===== src/rtl/mag_cmp_pkg.sv =====
package mag_cmp_pkg;
  // Width of one priority slice; the chain is built from these.
  localparam int unsigned SLICE_W = 4;

  typedef struct packed {
    logic gt;
    logic lt;
  } cmp_flags_t;
endpackage


===== src/rtl/mag_cmp_slice.sv =====
module mag_cmp_slice
  import mag_cmp_pkg::*;
#(
  parameter int unsigned SW = SLICE_W
) (
  input  logic [SW-1:0] a_i,
  input  logic [SW-1:0] b_i,
  input  logic          en_i,
  output logic          en_o,
  output cmp_flags_t    flags_o
);
  logic [SW-1:0] diff;
  logic [SW-1:0] sel;
  logic [SW-1:0] gt_terms;
  logic [SW-1:0] lt_terms;

  // Priority pick: a bit survives only when no higher bit differs.
  always_comb begin
    logic above;
    diff  = a_i ^ b_i;
    above = 1'b0;
    for (int k = SW - 1; k >= 0; k--) begin
      sel[k] = diff[k] & ~above & en_i;
      above  = above | diff[k];
    end
    gt_terms   = a_i & sel;
    lt_terms   = b_i & sel;
    flags_o.gt = |gt_terms;
    flags_o.lt = |lt_terms;
    en_o       = en_i & ~(|diff);

    AST_ONEHOT_PICK: assert ($onehot0(sel)) else $error("slice selected several bits");
    AST_SLICE_EXCL: assert (!(flags_o.gt && flags_o.lt)) else $error("slice raised both flags");
    AST_SILENCED: assert (en_i || (!flags_o.gt && !flags_o.lt)) else $error("disabled slice drove a flag");
    AST_PASS_ON: assert (!en_o || (gt_terms == '0 && lt_terms == '0)) else $error("enable passed past a decision");
  end
endmodule


===== src/rtl/mag_cmp_eq.sv =====
module mag_cmp_eq #(
  parameter int unsigned W = 16
) (
  input  logic [W-1:0] a_i,
  input  logic [W-1:0] b_i,
  output logic         eq_o
);
  logic [W-1:0] mismatch;

  always_comb begin
    mismatch = a_i ^ b_i;
    eq_o     = ~(|mismatch);
  end
endmodule


===== src/rtl/mag_cmp_prio.sv =====
module mag_cmp_prio
  import mag_cmp_pkg::*;
#(
  parameter int unsigned WIDTH = 16
) (
  input  logic [WIDTH-1:0] a_i,
  input  logic [WIDTH-1:0] b_i,
  output logic             gt_o,
  output logic             lt_o,
  output logic             eq_o
);
  localparam int unsigned NSLICE = WIDTH / SLICE_W;

  generate
    if ((WIDTH % SLICE_W) != 0 || WIDTH == 0) begin : g_bad_width
      $error("WIDTH must be a nonzero multiple of the slice width");
    end
  endgenerate

  // en_chain[NSLICE] feeds the top slice; each slice passes its enable down.
  logic [NSLICE:0]   en_chain;
  cmp_flags_t        flags [NSLICE];
  logic [NSLICE-1:0] gt_vec;
  logic [NSLICE-1:0] lt_vec;
  logic              eq_w;

  assign en_chain[NSLICE] = 1'b1;

  generate
    for (genvar s = 0; s < NSLICE; s++) begin : g_slice
      mag_cmp_slice #(.SW(SLICE_W)) i_slice (
        .a_i    (a_i[s*SLICE_W +: SLICE_W]),
        .b_i    (b_i[s*SLICE_W +: SLICE_W]),
        .en_i   (en_chain[s+1]),
        .en_o   (en_chain[s]),
        .flags_o(flags[s])
      );
      assign gt_vec[s] = flags[s].gt;
      assign lt_vec[s] = flags[s].lt;
    end
  endgenerate

  mag_cmp_eq #(.W(WIDTH)) i_eq (
    .a_i (a_i),
    .b_i (b_i),
    .eq_o(eq_w)
  );

  always_comb begin
    gt_o = |gt_vec;
    lt_o = |lt_vec;
    eq_o = eq_w;
  end

  always_comb begin
    AST_ONE_DECIDER: assert ($countones({gt_vec, lt_vec}) <= 1) else $error("several slices decided");
    AST_ONE_RESULT: assert ($countones({gt_o, lt_o, eq_o}) == 1) else $error("outputs not exclusive");
    AST_EQ_CHAIN: assert (eq_w == en_chain[0]) else $error("equality and chain disagree");
  end
endmodule


===== config.mk =====
export PLATFORM = sky130hd
export DESIGN_NAME = mag_cmp_prio
export DESIGN_NICKNAME = d
export VERILOG_FILES = /design/src/rtl/mag_cmp_pkg.sv /design/src/rtl/mag_cmp_slice.sv /design/src/rtl/mag_cmp_eq.sv /design/src/rtl/mag_cmp_prio.sv
export SDC_FILE = /design/constraint.sdc
export NUM_CORES = 1
export LEC_CHECK = 0
export BUFFER_PORTS_ARGS = -buffer_cell sky130_fd_sc_hd__buf_2
export CAP_MARGIN = 20
export CORE_AREA = 2 2 39 41
export DETAILED_ROUTE_END_ITERATION = 8
export DIE_AREA = 0 0 41 43
export PLACE_DENSITY = 0.77
export SYNTH_ARGS = -nofsm -noshare
export SYNTH_HDL_FRONTEND = slang
export SYNTH_SLANG_ARGS = --single-unit

===== constraint.sdc =====
create_clock -name vclk -period 4.8
set_input_delay 0.24 -clock vclk [all_inputs]
set_output_delay 0.24 -clock vclk [all_outputs]
set_load 0.1 [all_outputs]

==> impl_metrics.py, run 1 <==
metrics = {
    "run_status": {
        "status": "finished, final reports clean",
    },
    "min_path": {
        "holdCritStartpoint": "b_i[10]",
        "hold_path_end": "gt_o",
        "min_delay_path_depth": 3,
        "type_of_the_worst_min_delay_path": "in2out",
    },
    "floorplan": {
        "floorplan.die_area_um2": 1763,
        "dieHeight_um": 43,
        "initial_utilization": 0.4051,
        "ports": 35,
        "floorplan.core_area_um2": 1384,
        "floorplan.rows": 14,
        "fp.dieW_um": 41,
    },
    "worst_setup_path": {
        "startpoint_type": "input pin",
        "worst_ep_arrival_time_ns": 2.77,
        "timing.critical_path.fanout_max": 4,
        "crit_start": "a_i[15]",
        "criticalPathCategory": "in2out",
        "crit_path_end_kind": "primary output",
        "worst_ep_required_time_ns": 4.56,
    },
    "timing": {
        "tightestPinTransition_ns": 0.4841,
        "timing.final.max_slew_violations": 0,
        "timing.slew.headroom": 0.6795,
        "timing.fmax_mhz": 332.3,
        "totalNegativeSetupSlack_ns": 0,
        "grt_setup_unrepaired": "no",
        "final_setup_fails": 0,
        "period_minus_slack_ns": 3.009,
        "timing.final.crit_share": 0.6270,
        "report.final.hold_viol_count": 0,
    },
    "pwr": {
        "p_leak_nw": 0.3781,
        "clock_power_share": 0,
        "net-switching-power_uw": 45.23,
        "comb_power_share": 1.000,
        "seqPwrFrac": 0,
        "power.density_nw_per_um2": 100.8,
        "switching_share_of_power": 0.5939,
        "internal_dissipation_uw": 30.93,
        "peak_supply_drop_uv": 75.00,
    },
    "yosys": {
        "postSynthCellCount": 79,
        "ys_seq_area_frac": 0,
        "ys_warn_count": 0,
        "synth_area_per_cell_um2": 7.095,
        "synth.distinct_cells": 30,
        "total_nets_after_synthesis": 113,
        "synth_area_um2": 560.5,
    },
    "grt": {
        "grt_pass1_vias": 635,
        "grt-ovfl-total": 0,
        "grt_first_pass_wirelength_um": 2201,
        "grt_antenna_before_repair": 0,
        "grt_start_max_net_pins": 5,
        "groute.usage.overall": 0.1658,
    },
    "layout": {
        "finish.instance_area_um2": 755.7,
        "fillCellCount": 143,
        "final_nets": 150,
        "syn2layout_area_growth_pct": 34.82,
        "seq_cell_count": 0,
        "drive_above_1_share": 0.3596,
        "antennaDiodeCount": 0,
        "register_area_um2": 0,
        "final_util": 0.5461,
        "clockBufferCount": 0,
    },
    "placed_design": {
        "postPlaceCellArea_um2": 755.7,
        "place.detailed.hpwl_um": 1218,
        "globalplace.congestion": 0.7042,
        "portBuffers": 35,
    },
    "clocking": {
        "post_cts_buffers": 0,
        "hold_buffers": 0,
        "cts_repair_resize_count": 0,
    },
    "route": {
        "route.final.wire_length_um": 1324,
        "drt-pass1-iter-count": 4,
        "drc": 0,
        "routed-via-count": 682,
        "detail-route-antenna-nets": 0,
        "avgViaCountPerCell": 5.246,
        "wire_per_inst_um": 10.18,
        "detailedRoute.firstIterationViolations": 4,
    },
    "run": {
        "timing.max_cap.violations": 0,
    },
}
==> cell type report <==
type	count	area, µm²	area share
Multi-Input combinational cell	67	515.5	0.6821
Tap cell	16	20.02	0.02649
Timing Repair Buffer	35	175.2	0.2318
Inverter	12	45.04	0.05960
==> cells in the mapped netlist <==
| master | n | share of area |
|---|---|---|
| or4b_4 | 1 | 0.025 |
| maj3_1 | 7 | 0.13 |
| nand2_1 | 1 | 0.0067 |
| nor2b_1 | 8 | 0.089 |
| xnor2_1 | 1 | 0.016 |
| nor4b_1 | 2 | 0.031 |
| nand3_1 | 1 | 0.0089 |
| nand2b_1 | 6 | 0.067 |
| nor4_4 | 1 | 0.038 |
| ha_1 | 2 | 0.045 |
| a311oi_1 | 1 | 0.016 |
| nor3_1 | 1 | 0.0089 |
| nor4_1 | 1 | 0.011 |
| a21oi_1 | 4 | 0.036 |
| a211oi_1 | 1 | 0.013 |
| o311ai_0 | 1 | 0.016 |
| nand4b_1 | 1 | 0.016 |
| or4b_2 | 1 | 0.018 |
| o21ai_0 | 6 | 0.054 |
| o2111ai_1 | 1 | 0.016 |
| o31ai_1 | 1 | 0.013 |
| and4_1 | 1 | 0.016 |
| a221o_2 | 1 | 0.020 |
| inv_1 | 12 | 0.080 |
| or4_4 | 1 | 0.020 |
| xor2_1 | 8 | 0.13 |
| o311ai_1 | 1 | 0.016 |
| and2b_2 | 1 | 0.016 |
| and2b_1 | 1 | 0.013 |
| nor2_1 | 4 | 0.027 |
==> worst max-delay path by stage <==
stage                end  cells after the start
global placement    gt_o                      9
global route        gt_o                      9
finish              gt_o                      9
CTS                 gt_o                      9
floorplan           gt_o                      5
detailed placement  gt_o                      9
==> power by group through the flow <==
stage	registers (mW)	logic [mW]	clock network, mW
after floorplan	0	0.0508	0
final	0	0.0762	0
after global routing	0	0.0839	0
after global placement	0	0.0744	0
after detailed placement	0	0.0763	0
after CTS	0	0.0767	0
==> per-stage QoR <==
| step | hold slack [ns] | std cells | worst slack (ns) | power, mW |
|---|---|---|---|---|
| floorplan | 1.029 | 79 | 0.6515 | 0.05076 |
| global placement | 0.9974 | 130 | 1.834 | 0.07441 |
| detailed placement | 0.9917 | 130 | 1.795 | 0.07627 |
| CTS | 0.9945 | 130 | 1.786 | 0.07667 |
| global route | 1.019 | 130 | 1.690 | 0.08392 |
| finish | 0.9924 | 130 | 1.791 | 0.07616 |
==> critical path, stage by stage <==
cell	delay [ns]
buf_2	0.09
inv_1	0.04
ha_1	0.30
or4b_4	0.47
or4_4	0.59
nor4_4	0.33
a311oi_1	0.13
o311ai_1	0.10
buf_2	0.48
==> kinds of logic after synthesis <==
kind of cell,share of synthesized area
AO/OA/AOI/OAI,0.1987
adder cells (fa/ha/maj),0.1696
buffers and inverters,0.08035
XOR/XNOR,0.1406
AND/OR/NAND/NOR,0.4107
==> layout by cell type, fill, tap and decap left out, drive strengths merged, types with 2 or more instances in the layout <==
master	n
or4b	2
o21ai	6
a21oi	4
xor2	8
and2b	2
inv	12
nor2	4
buf	35
maj3	7
nand2b	6
nor4b	2
ha	2
nor4	2
nor2b	8
o311ai	2
==> routing by layer <==
layer  GRT usage  share of wire
met1      0.1899           0.38
met3    0.005236          0.058
met4           0              0
met5           0              0
met2      0.3281           0.56
Note: power is estimated with default switching activity, not from simulation.
==> inputs of run 2 (changes only) <==
Settings changed: ABC_AREA from default to 1, CORE_AREA 2 2 39 41 to 2 2 41 51, DIE_AREA 0 0 41 43 to 0 0 43 53, PLACE_DENSITY 0.77 to 0.74.
Clock period 4.8 ns to 2.42 ns, I/O delays scaled along.
==> run 2 against run 1 <==
- die area grew 29%
- worst hold slack lost 0.19 ns
- sequential cell count unchanged
- global-route usage fell by 0.85 points
- critical path type unchanged
- first-iteration DRC count grew to 5.5 times the previous value
- final area is 26% higher
- cell count grew 67%
==> impl_metrics.py, run 2 <==
metrics = {
    "yosys": {
        "synth.largest_area_cell": "nand2_1",
        "synth.area.top_cells": "nand2_1 30%, inv_1 15%, nor2_1 13%",
        "post-synth-top-count-cell": "nand2_1",
        "postSynthCellCount": 164,
        "synth_area_um2": 759.5,
        "synth-compound-area-share": 0.04778,
        "main_combinational_cell_family_by_area_after_synthesis": "simple AND/OR/NAND/NOR gates",
        "ys_seq_area_frac": 0,
        "total_nets_after_synthesis": 198,
        "synth.distinct_cells": 21,
        "adder_cell_share_of_the_synthesized_area": 0.03295,
        "synthTopCellsByCount": "61 x nand2_1, 30 x inv_1, 27 x nor2_1",
        "post_synth_mux_area_share": 0,
        "synth_largest_type_area_fraction": 0.3015,
        "ys_warn_count": 0,
        "synth_simple_gate_area_share": 0.6936,
        "synth_xor_xnor_area_share": 0.05766,
        "synth_area_per_cell_um2": 4.631,
    },
    "layout": {
        "mostFrequentLayoutCell": "nand2_1",
        "finish.instance_area_um2": 952.2,
        "drive_above_1_share": 0.2273,
        "final_util": 0.5329,
        "register_area_um2": 0,
        "syn2layout_area_growth_pct": 25.37,
        "antennaDiodeCount": 0,
        "layout_common_cells": "61 x nand2_1, 35 x buf_2, 30 x inv_1",
        "clockBufferCount": 0,
        "seq_cell_count": 0,
        "final_nets": 234,
    },
    "clocking": {
        "cts_repair_resize_count": 0,
        "post_cts_buffers": 0,
        "hold_buffers": 0,
    },
    "floorplan": {
        "ports": 35,
        "initial_utilization": 0.4251,
        "dieHeight_um": 53,
        "floorplan.core_area_um2": 1787,
        "floorplan.rows": 17,
        "fp.dieW_um": 43,
        "floorplan.die_area_um2": 2279,
    },
    "pwr": {
        "peak_supply_drop_uv": 133.2,
        "design_power_total_uw": 179.1,
        "comb_power_share": 1.000,
        "p_leak_nw": 0.6384,
        "net-switching-power_uw": 119.7,
        "switching_share_of_power": 0.6683,
        "seqPwrFrac": 0,
        "internal_dissipation_uw": 59.39,
        "power.density_nw_per_um2": 188.1,
        "clock_power_share": 0,
    },
    "grt": {
        "groute.usage.overall": 0.1574,
        "grt_first_pass_wirelength_um": 3022,
        "grt_pass1_vias": 857,
        "grt-ovfl-total": 0,
        "grt_antenna_before_repair": 0,
        "grt_start_max_net_pins": 14,
    },
    "worst_setup_path": {
        "worst_ep_required_time_ns": 2.30,
        "crit_path_end_kind": "primary output",
        "worst_ep_arrival_time_ns": 1.89,
        "worstPathBufferInverterCount": 3,
        "slowest_stage": "buf_2",
        "timing.critical_path.fanout_max": 13,
        "slowest_stage_delay_cp_ns": 0.42,
        "timing.critical_path.cells": "buf_2 > inv_1 > ha_1 > nand2_1 > nor2_2 > nand2_2 > nor2_4 > nand2_1 > nor2_1 > nor2_1 > nand3_1 > buf_2",
        "criticalPathCategory": "in2out",
        "critPathTopFamily": "simple AND/OR/NAND/NOR gates",
        "startpoint_type": "input pin",
    },
    "route": {
        "drc": 0,
        "wire_per_inst_um": 7.959,
        "detailedRoute.firstIterationViolations": 22,
        "avgViaCountPerCell": 4.677,
        "detail-route-antenna-nets": 0,
        "routed-via-count": 1015,
        "route.final.wire_length_um": 1727,
        "drt-pass1-iter-count": 4,
    },
    "timing": {
        "layout_setup_ws_ns": 0.4055,
        "totalNegativeSetupSlack_ns": 0,
        "timing.final.crit_share": 0.8324,
        "period_minus_slack_ns": 2.015,
        "timing.final.max_slew_violations": 0,
        "tightestPinTransition_ns": 0.4855,
        "report.final.hold_viol_count": 0,
        "timing.slew.headroom": 0.6786,
        "timing.fmax_mhz": 496.4,
        "grt_setup_unrepaired": "no",
        "final_setup_fails": 0,
    },
    "placed_design": {
        "place_worst_setup_slack_ns": 0.4072,
        "globalplace.congestion": 0.8304,
        "place.detailed.hpwl_um": 1561,
        "portBuffers": 35,
        "postPlaceCellArea_um2": 952.2,
    },
    "run": {
        "timing.max_cap.violations": 0,
    },
    "run_status": {
        "status": "finished, final reports clean",
    },
    "min_path": {
        "type_of_the_worst_min_delay_path": "in2out",
    },
}
run 2: cell types whose count changed after synthesis, moves of 3 or more:
cell	before	now
nor2b_1	8	0
inv_1	12	30
nand2b_1	6	0
nand3_1	1	18
maj3_1	7	0
nand4_1	0	4
xor2_1	8	1
o21ai_0	6	2
xnor2_1	1	4
nor2_1	4	27
nand2_1	1	61
run 2: power groups by stage:
| stage | Combinational (mW) | Sequential [mW] | Clock [mW] |
|---|---|---|---|
| final | 0.179 | 0 | 0 |
| after CTS | 0.180 | 0 | 0 |
| after floorplan | 0.126 | 0 | 0 |
| after detailed placement | 0.179 | 0 | 0 |
| after global routing | 0.202 | 0 | 0 |
| after global placement | 0.175 | 0 | 0 |
run 2: layer usage:
layer,vias to the layer above,part of all wire,track usage
met1,420,0.45,0.1859
met5,-,0,0
met3,0,0.054,0.003413
met4,0,0,0
met2,24,0.50,0.3283
li1,571,-,-
run 2: final timing paths:
path | from | endpoint | slack, ns | cells past startpoint
hold / removal | b_i[0] | eq_o | 0.80 | 5
setup / recovery | a_i[15] | lt_o | 0.41 | 12
run 2: tightest hold or removal path: cells and delay by family:
family,cells,cell delay (ns)
AND/OR/NAND/NOR,2,0.10
buffers and inverters,3,0.46
run 2: cell families (layout without fill, tap and decap cells):
kind of cell,after synthesis,after routing
simple gates,119,119
buf+inv,32,66
compound gates,6,6
xor+xnor,5,5
fa+ha+maj,2,2
run 2: cell type report:
| type | count | area [µm²] |
|---|---|---|
| fillers | 208 | 834.6 |
| inverters | 31 | 116.4 |
| multi-input cells | 132 | 636.9 |
| well taps | 19 | 23.77 |
| repair buffers | 35 | 175.2 |
run 2: per-stage QoR:
step	hold WS, ns	instances
after floorplan	0.5666	164
after global placement	0.7863	217
after detailed placement	0.7988	217
after CTS	0.8002	217
after global routing	0.8440	217
final	0.8019	217
